**config.mk**
```make
export PLATFORM = sky130hd
export DESIGN_NAME = prime_lcg_gen
export DESIGN_NICKNAME = d
export VERILOG_FILES = /design/src/rtl/prime_lcg_pkg.sv /design/src/rtl/prime_lcg_fold.sv /design/src/rtl/prime_lcg_step.sv /design/src/rtl/prime_lcg_seed.sv /design/src/rtl/prime_lcg_gen.sv
export SDC_FILE = /design/constraint.sdc
export NUM_CORES = 1
export LEC_CHECK = 0
export BUFFER_PORTS_ARGS = -buffer_cell sky130_fd_sc_hd__buf_4
export CORE_ASPECT_RATIO = 0.7
export CORE_MARGIN = 2
export CORE_UTILIZATION = 64
export CTS_CLUSTER_DIAMETER = 120
export DETAILED_ROUTE_END_ITERATION = 12
export GPL_TIMING_DRIVEN = 0
export PLACE_DENSITY = 0.84
export SLEW_MARGIN = 20
export SYNTH_ARGS = -nofsm -noshare
export SYNTH_HDL_FRONTEND = slang
export SYNTH_HIERARCHICAL = 1
export SYNTH_SLANG_ARGS = --single-unit
export TNS_END_PERCENT = 10
```
**constraint.sdc**
```tcl
create_clock -name clk -period 10 [get_ports clk]
set_clock_uncertainty 0.2 [all_clocks]
set_input_delay 1 -clock clk [delete_from_list [all_inputs] [get_ports clk]]
set_output_delay 1 -clock clk [all_outputs]
set_load 0.005 [all_outputs]
```
**src/rtl/prime_lcg_pkg.sv**
```systemverilog
package prime_lcg_pkg;

    // Controller state: what the last clock edge did to the generator.
    typedef enum logic [1:0] {
        ST_IDLE   = 2'd0,
        ST_FRESH  = 2'd1,
        ST_LOADED = 2'd2
    } lcg_st_e;

    // Command decoded from the inputs at an edge.
    typedef enum logic [1:0] {
        CMD_NONE = 2'd0,
        CMD_STEP = 2'd1,
        CMD_LOAD = 2'd2
    } lcg_cmd_e;

endpackage

```
**src/rtl/prime_lcg_fold.sv**
```systemverilog
// One reduction stage modulo 2^W+1: y = lo - hi (+ modulus if negative).
module prime_lcg_fold #(
    parameter int W    = 16,
    parameter int IN_W = 24
) (
    input  logic [IN_W-1:0] x,
    output logic [IN_W-1:0] y
);
    localparam int HI_W = IN_W - W;
    localparam logic [IN_W:0] MODV =
        {{(IN_W-W){1'b0}}, 1'b1, {(W-1){1'b0}}, 1'b1};

    logic [IN_W:0] lo_ext;
    logic [IN_W:0] hi_ext;
    logic [IN_W:0] diff;
    logic [IN_W:0] wrapped;

    always_comb begin
        lo_ext  = {{(IN_W+1-W){1'b0}}, x[W-1:0]};
        hi_ext  = {{(W+1){1'b0}}, x[IN_W-1:W]};
        diff    = lo_ext - hi_ext;
        wrapped = diff + MODV;
        if (diff[IN_W]) begin
            y = wrapped[IN_W-1:0];
        end else begin
            y = diff[IN_W-1:0];
        end
    end

    logic unused_hi;
    assign unused_hi = ^{hi_ext[IN_W:HI_W], wrapped[IN_W]};

endmodule

```
**src/rtl/prime_lcg_step.sv**
```systemverilog
// Combinational next state: (MULT*cur + INC) mod (2^W+1) via fold chain.
module prime_lcg_step #(
    parameter int W     = 16,
    parameter int MULT  = 75,
    parameter int INC   = 74,
    parameter int FOLDS = 2
) (
    input  logic [W:0] cur,
    output logic [W:0] nxt
);
    localparam int PROD_W = W + $clog2(MULT + 1) + 1;

    logic [PROD_W-1:0] chain [FOLDS+1];

    always_comb begin
        chain[0] = PROD_W'(cur) * PROD_W'(MULT) + PROD_W'(INC);
    end

    for (genvar g = 0; g < FOLDS; g++) begin : g_fold
        prime_lcg_fold #(
            .W    (W),
            .IN_W (PROD_W)
        ) u_fold (
            .x (chain[g]),
            .y (chain[g+1])
        );
    end

    assign nxt = chain[FOLDS][W:0];

    logic unused_top;
    assign unused_top = ^chain[FOLDS][PROD_W-1:W+1];

endmodule

```
**src/rtl/prime_lcg_seed.sv**
```systemverilog
// Keeps the fixed point (and anything at or above 2^W) out of the state.
module prime_lcg_seed #(
    parameter int W = 16
) (
    input  logic [W:0] seed_raw,
    output logic [W:0] seed_ok
);
    always_comb begin
        if (seed_raw[W]) begin
            seed_ok = '0;
        end else begin
            seed_ok = seed_raw;
        end
    end
endmodule

```
**src/rtl/prime_lcg_gen.sv**
```systemverilog
module prime_lcg_gen
    import prime_lcg_pkg::*;
#(
    parameter int W          = 16,
    parameter int MULT       = 75,
    parameter int INC        = 74,
    parameter int RESET_SEED = 1,
    parameter int FOLDS      = 2
) (
    input  logic         clk,
    input  logic         rst,
    input  logic         en,
    input  logic         load,
    input  logic [W:0]   seed,
    output logic [W-1:0] rnd,
    output logic         rnd_vld
);
    localparam logic [W:0] SEED_RST = (W+1)'(RESET_SEED);

    lcg_st_e    st_q, st_d;
    lcg_cmd_e   cmd;
    logic [W:0] state_q, state_d;
    logic [W:0] step_val;
    logic [W:0] seed_val;

    prime_lcg_step #(
        .W     (W),
        .MULT  (MULT),
        .INC   (INC),
        .FOLDS (FOLDS)
    ) u_step (
        .cur (state_q),
        .nxt (step_val)
    );

    prime_lcg_seed #(.W(W)) u_seed (
        .seed_raw (seed),
        .seed_ok  (seed_val)
    );

    // Command decode: load wins over enable.
    always_comb begin
        if (load) begin
            cmd = CMD_LOAD;
        end else if (en) begin
            cmd = CMD_STEP;
        end else begin
            cmd = CMD_NONE;
        end
    end

    // Transition and datapath selection.
    always_comb begin
        st_d    = ST_IDLE;
        state_d = state_q;
        unique case (cmd)
            CMD_LOAD: begin
                st_d    = ST_LOADED;
                state_d = seed_val;
            end
            CMD_STEP: begin
                st_d    = ST_FRESH;
                state_d = step_val;
            end
            default: begin
                st_d    = ST_IDLE;
                state_d = state_q;
            end
        endcase
    end

    // State register.
    always_ff @(posedge clk) begin
        if (rst) begin
            st_q    <= ST_IDLE;
            state_q <= SEED_RST;
        end else begin
            st_q    <= st_d;
            state_q <= state_d;
        end
    end

    // Outputs.
    always_comb begin
        rnd = state_q[W-1:0];
        unique case (st_q)
            ST_FRESH:  rnd_vld = 1'b1;
            ST_LOADED: rnd_vld = 1'b0;
            default:   rnd_vld = 1'b0;
        endcase
    end

    logic unused_msb;
    assign unused_msb = state_q[W];

endmodule

```
Yosys cells after proc, flatten, opt, wreduce, memory -nomap -nowiden
Index checks and enable logic that the tools add are counted.
- $add $sub $neg: 5
- $mul: 1
- eq/ne operators: 3
- muxes and demuxes: 8
- reductions and logical operators: 1
- operators with widths (kind ; number):
    one-hot mux 17 bit (2 select lines) ; 1
    subtractor 16 x 8 -> 17 bit ; 2
    adder 24 x 17 -> 24 bit (second input constant) ; 1
    adder 24 x 7 -> 24 bit (second input constant) ; 1
    multiplier 17 x 7 -> 24 bit (second input constant) ; 1
    2-to-1 mux 24 bit ; 1
    adder 17 bit (second input constant) ; 1
    2-to-1 mux 17 bit ; 1
    2-to-1 mux 16 bit ; 1
    == test 2 x 1 -> 1 bit (second input constant) ; 2
    one-hot mux 2 bit (2 select lines) ; 1
    == test 2 bit (second input constant) ; 1
    2-to-1 mux 1 bit ; 2
    2-to-1 mux 2 bit ; 1
    nonzero test 2 bit ; 1
- register bits: 19
- input port bits: 21
- output and inout bits: 17
- word-level logic and storage cells: 20

Longest topological paths before layout
Gate-level depths: netlist (run 1).
- depth in word-level cells: 9
- depth in mapped cells: 33
- mapped depth without buffers: 32

Modules after synthesis
Netlist (run 1), hierarchy kept.
- by module, submodules not included (module ; instances ; cells an instance ; area each (um^2) ; sequential area each (um^2)):
    prime_lcg_step ; 1 ; 300 ; 2617.5 ; 0.0
    prime_lcg_fold ; 2 ; 137 ; 996.0 ; 0.0
    prime_lcg_gen ; 1 ; 98 ; 985.9 ; 380.4
    prime_lcg_seed ; 1 ; 19 ; 155.1 ; 0.0

Least setup slack after synthesis (run 1)
OpenSTA, ideal clock, no wires.
- path type: register -> register
- start point: reg state_q[9]
- end point: reg state_q[7]
- data arrival time: 7.170 ns
- required time: 9.714 ns
- path slack: 2.545 ns
- cell stages (with the launch flop): 31
- path buffers: 1
- clock period less this slack: 7.455 ns
- cells stage by stage: dfxtp_1 ha_1 ha_1 fa_1 inv_1 fa_1 inv_1 ha_1 buf_6 a21oi_1 o211ai_1 a311oi_1 a21oi_1 xor2_1 ha_1 fa_1 nand2b_1 a211oi_1 nor2_1 xor2_1 nor4_4 ha_1 fa_1 nand2b_1 a211oi_1 nor2_1 xor2_1 nor3_2 xnor2_1 mux2i_1 a211oi_1
- RTL lines (what ; line ; source):
    from (decl) ; prime_lcg_gen.sv:22 ; logic [W:0] state_q, state_d;
    from (signal assigned) ; prime_lcg_gen.sv:79 ; state_q <= state_d;

==> results of run 1 <==
worst paths after layout:
kind / end / slack (ns) / cells after the start
worst min register to register: state_q[13] / 0.50 / 2
worst max-delay path: state_q[15] / 1.28 / 29
worst min-delay path: state_q[13] / 0.50 / 2
worst max register to register: state_q[15] / 1.28 / 29
layout by cell type (no fill, tap or decap), drive strengths merged, types with 8 or more instances in the layout:
cell / count
nor4: 8
xnor2: 23
inv: 82
nor2b: 31
o211ai: 11
a21oi: 41
conb: 8
a21o: 10
a211oi: 26
nand2: 35
o21ai: 17
mux2i: 20
nand3b: 8
nor2: 58
dfxtp: 19
nor3: 16
fa: 31
xor2: 29
ha: 91
nand3: 10
buf: 72
per-layer routing:
metal	GRT usage	vias up	part of all wire
met5	0	-	0
met2	0.4645	212	0.43
met1	0.4703	2397	0.47
met3	0.02482	29	0.070
li1	-	2425	-
met4	0.08021	0	0.024
metrics by stage:
stage / area, um2 / cells
final: 6202 / 847
after global routing: 6202 / 847
after CTS: 6202 / 847
after detailed placement: 6122 / 843
after global placement: 6122 / 843
after floorplan: 5717 / 689
sequential cells by signal, indices dropped and copies added, names as in the netlist:
signal / cells
state_q: 17
st_q: 2
worst register-to-register path, delay by kind of cell, from the launching register on:
kind	cells	cell delay [ns]
AO/OA/AOI/OAI	7	1.94
XOR/XNOR	3	1.23
adder cells (fa/ha/maj)	9	3.39
buffers and inverters	2	0.12
flip-flops	1	0.51
multiplexers	1	0.12
AND/OR/NAND/NOR	7	1.09
cell type report:
| type | count | area share |
|---|---|---|
| Multi-Input combinational cell | 546 | 0.7601 |
| Buffer | 42 | 0.05064 |
| Tap cell | 120 | 0.02421 |
| Clock inverter | 1 | 0.0008069 |
| Timing Repair Buffer | 34 | 0.04115 |
| Inverter | 82 | 0.04963 |
| Sequential cell | 19 | 0.06133 |
| Clock buffer | 3 | 0.01210 |
==> run_results.csv, run 1 <==
group,metric,value,unit
sta,min_period,8.725,ns
final_layout,drive_gt1_frac,0.1816,
final_layout,post-route-util,0.7256,
placement,post-place-ws,1.388,ns
cts,cts_sinks,19,
logic_synthesis,synthCells,683,
setup_path,cp.arrival,8.67,ns
setup_path,slowest_delay,0.57,ns
setup_path,critical_path_class,"flip-flop to flip-flop",
sta,relSlewSlack,0.5077,
final_layout,area_growth,8.921,%
grt,grt_max_degree,12,
sta,fin_crit_sh,0.8725,
setup_path,startpoint,"state_q[14]",
cts,cts-htree-levels,1,
setup_path,cp_slowest_cell,"fa_1",
sta,fmax,114.6,MHz
drt,routedWlPerCell,17.47,um
cts,clk_latency,0.26,ns
drt,drt_iter0_markers,459,
sta,setup_viol,0,
sta,final.setup.worst_slack,1.275,ns
grt,grt_pass1_vias,4876,
sta,hold-worst-slack,0.4974,ns
placement,port-buffer-count,34,
floorplanning,fp.dieW,116.7,um
floorplanning,fp-row-count,28,
floorplanning,die_h,82.92,um
setup_path,reg2reg_from,"state_q[14]",
final_layout,fin_nets,871,
setup_path,required,9.95,ns
drt,vias,5063,
cts,clockBufferDepth,2,
drt,ant_nets,0,
grt,grt_usage,0.3083,
sta,drv_slew,0,
status,status,"completed",
grt,grt_pass1_wl,24100,um
sta,grt_setup_unrepaired,"false",
grt,overflow,0,
sta,hold_viol,0,
cts,tritoncts,"built",
floorplanning,ios,38,
logic_synthesis,ys_warn_count,6,
drt,drt_first_pass_iters,5,
final_layout,regArea,380.4,um2
cts,clkTransAtPathRegs,0.05,ns
logic_synthesis,syn_avg_cell_area,8.337,um2
sta,worst_slew_pin_slew,0.7329,ns
setup_path,cp_num_buf_inv,2,
logic_synthesis,netlist_area,5694,um2
final_layout,multi_input_area,4715,um2
final_layout,antenna_cells,0,
cts,cts_post_setup_buffers_inserted,0,
cts,postCtsResizedCells,0,
placement,gp_congestion,0.9734,
floorplanning,die-area,9680,um2
setup_path,cp-end-kind,"flip-flop",
drt,viasPerCell,5.978,
cts,clockRootBuffer,"clkbuf_16",
setup_path,path_common_cell,"ha_1",
cts,cts_buffers,3,
hold_path,hp-class,"flip-flop to flip-flop",
drt,drt_wl_total,14800,um
setup_path,critical-path-top-delay-family,"adder cells",
setup_path,startpoint_type,"flip-flop",
placement,place_hpwl,12350,um
floorplanning,core,8548,um2
job,cap_violations,0,
grt,antenna_found_initial,0,
floorplanning,start_util,0.6661,
sta,fin_tns_setup,0,ns
setup_path,crit_fanout,8,
final_layout,fillers,688,
hold_path,min_from,"state_q[13]",
cts,postCtsHoldBufs,0,
drt,drc_errors,0,
Power of run 1 is not shown: default switching activity piles up to over one toggle a cycle in this logic, so the estimate is an artifact.
==> run 2: changes to the inputs <==
Settings changed: CORE_ASPECT_RATIO 0.7 to 1.4, CORE_UTILIZATION 64 to 63, PLACE_DENSITY 0.84 to 0.85, SYNTH_HIERARCHICAL 1 to not set.
==> run 2 against run 1 <==
- sequential cell count did not move
- critical path depth rose by 6
- utilization fell by 1.9 points
- clock-buffer cell count did not move
- global-route usage rose by 0.17 points
- worst setup slack got worse by 0.77 ns
- die area fell by 12%
- area after synthesis fell by 13%
- first-iteration DRC count fell by 42%
- final cell count fell by 13%
- fmax fell by 8.1%
- critical endpoint is now state_q[14]
==> run_results.csv, run 2 <==
group,metric,value,unit
setup_path,cp_slowest_cell,"fa_1",
drt,drt_iter0_markers,266,
logic_synthesis,yosysUniqueCellTypes,85,
logic_synthesis,netlist_area,4932,um2
setup_path,crit_fanout,10,
final_layout,area_growth,9.691,%
final_layout,drive_gt1_frac,0.1483,
final_layout,final_cell_mix,"86 x ha_1, 69 x inv_1, 53 x buf_4",
setup_path,slowest_delay,0.55,ns
drt,vias,4706,
cts,clockRootBuffer,"clkbuf_8",
final_layout,final_cell_area,5410,um2
floorplanning,core,7655,um2
logic_synthesis,async_reset_ff_frac,0,
floorplanning,die-area,8563,um2
drt,drc_errors,0,
floorplanning,ios,38,
setup_path,critical-path-top-delay-family,"compound AO/OA/AOI/OAI gates",
logic_synthesis,synth_top_cell_area_share,0.2207,
cts,clockBufferDepth,2,
placement,gp_congestion,0.9293,
logic_synthesis,synth_nets,731,
logic_synthesis,ys.flop_type,"dfxtp_1",
final_layout,fin_nets,772,
grt,overflow,0,
logic_synthesis,ys_top_cells_by_count,"87 x ha_1, 69 x inv_1, 40 x a21oi_1, 34 x nor2_1, 29 x fa_1",
hold_path,whs_path_depth,2,
grt,grt_pass1_wl,21100,um
logic_synthesis,yosys-top-cells-area,"ha_1 22%, fa_1 12%, dfxtp_1 7.7%",
placement,port-buffer-count,37,
drt,routedWlPerCell,17.62,um
sta,drv_slew,0,
sta,worst_slew_pin_slew,0.6459,ns
logic_synthesis,ys_warn_count,0,
sta,fin_tns_setup,0,ns
sta,fin_crit_sh,0.9494,
setup_path,path_common_cell,"ha_1",
cts,clk_latency,0.26,ns
sta,hold_viol,0,
floorplanning,die_h,108.7,um
logic_synthesis,ys_ff_latch,19,
grt,antenna_found_initial,0,
setup_path,cp-end-kind,"flip-flop",
grt,grt_pass1_vias,4608,
floorplanning,fp-row-count,38,
setup_path,cp_num_cells,35,
cts,cts_post_setup_buffers_inserted,0,
logic_synthesis,synthCells,594,
placement,place_hpwl,11070,um
logic_synthesis,ys_seq_area_frac,0.07712,
final_layout,largest_register_ffs,17,
status,status,"completed",
final_layout,final_common_cell,"ha_1",
sta,fmax,105.3,MHz
final_layout,reg_top3,"state_q (17), st_q (2)",
job,cap_violations,0,
cts,cts_sinks,19,
cts,tritoncts,"built",
final_layout,top_register,"state_q",
placement,postPlaceCellArea,5335,um2
cts,cts_buffers,3,
final_layout,post-route-util,0.7068,
final_layout,antenna_cells,0,
final_layout,regArea,381.6,um2
sta,min_period,9.494,ns
setup_path,cp_num_buf_inv,5,
cts,clkTransAtPathRegs,0.07,ns
floorplanning,fp.dieW,78.78,um
hold_path,hp-class,"flip-flop to flip-flop",
grt,grt_max_degree,12,
setup_path,startpoint_type,"flip-flop",
sta,setup_viol,0,
final_layout,fillers,638,
drt,drt_wl_total,12930,um
setup_path,required,9.93,ns
setup_path,cp.arrival,9.42,ns
sta,relSlewSlack,0.5638,
cts,cts-htree-levels,1,
logic_synthesis,yosysTopAreaCell,"ha_1",
logic_synthesis,syn_avg_cell_area,8.303,um2
final_layout,multi_input_area,4134,um2
drt,ant_nets,0,
setup_path,ff2ff_path_depth,35,
logic_synthesis,yosysMostFrequentCell,"ha_1",
setup_path,critical_path_class,"flip-flop to flip-flop",
grt,grt_usage,0.3100,
floorplanning,start_util,0.6443,
logic_synthesis,synth-edff-count,0,
drt,viasPerCell,6.411,
drt,drt_first_pass_iters,4,
[run 2: layer usage]
metal  vias to the layer above  GRT usage  wire (um)
met1                      2292     0.3447       5045
li1                       2222          -          -
met4                         0     0.1278        504
met5                         -          0          0
met3                        41    0.05050        665
met2                       151     0.5794       6715
[run 2: what timing repair did]
action | in CTS | in global routing
endpoints found under the setup margin | 0 | 17
hold buffers | 0 | 0
resized for setup | 0 | 6
[run 2: final cells by class]
cell class	count	area share
Multi-Input combinational cell	474	0.7641
Inverter	69	0.04787
Sequential cell	19	0.07054
Clock inverter	1	0.0009251
Tap cell	100	0.02313
Buffer	31	0.03446
Timing Repair Buffer	37	0.05134
Clock buffer	3	0.007632
[run 2: final timing paths]
kind / start / endpoint / slack, ns
worst max-delay path: state_q[9] / state_q[14] / 0.51
worst min-delay path: state_q[16] / state_q[16] / 0.44
worst max register to register: state_q[9] / state_q[14] / 0.51
worst min register to register: state_q[16] / state_q[16] / 0.44
[run 2: through the flow]
stage	setup WS [ns]	hold slack, ns	std cells
2_1_floorplan	1.749	0.3304	594
3_3_place_gp	0.6078	0.3775	731
3_5_place_dp	0.3912	0.3995	731
4_1_cts	0.3411	0.4307	735
5_1_grt	-0.002898	0.4663	734
6_report	0.5063	0.4386	734
[run 2: worst register-to-register path: cells and delay by family (launching register included)]
kind                       cells  cell delay (ns)
buffers and inverters          5             0.60
and+or+nand+nor                7             1.67
xor gates and xnor gates       2             0.54
adders and majority gates      8             2.90
AOI/OAI and AO/OA             13             2.95
DFF                            1             0.51
[run 2: kinds of logic (layout without fill, tap and decap cells)]
group                      count (synthesis)  in the layout  synth area share
AOI/OAI and AO/OA                        168            168            0.2451
xor gates and xnor gates                  35             35           0.06368
adders and majority gates                116            116            0.3384
buffers and inverters                    101            141           0.09107
DFF                                       19             19           0.07712
muxes                                      4              4          0.008371
and+or+nand+nor                          151            151            0.1763
Power of run 2 is left out for the same reason.
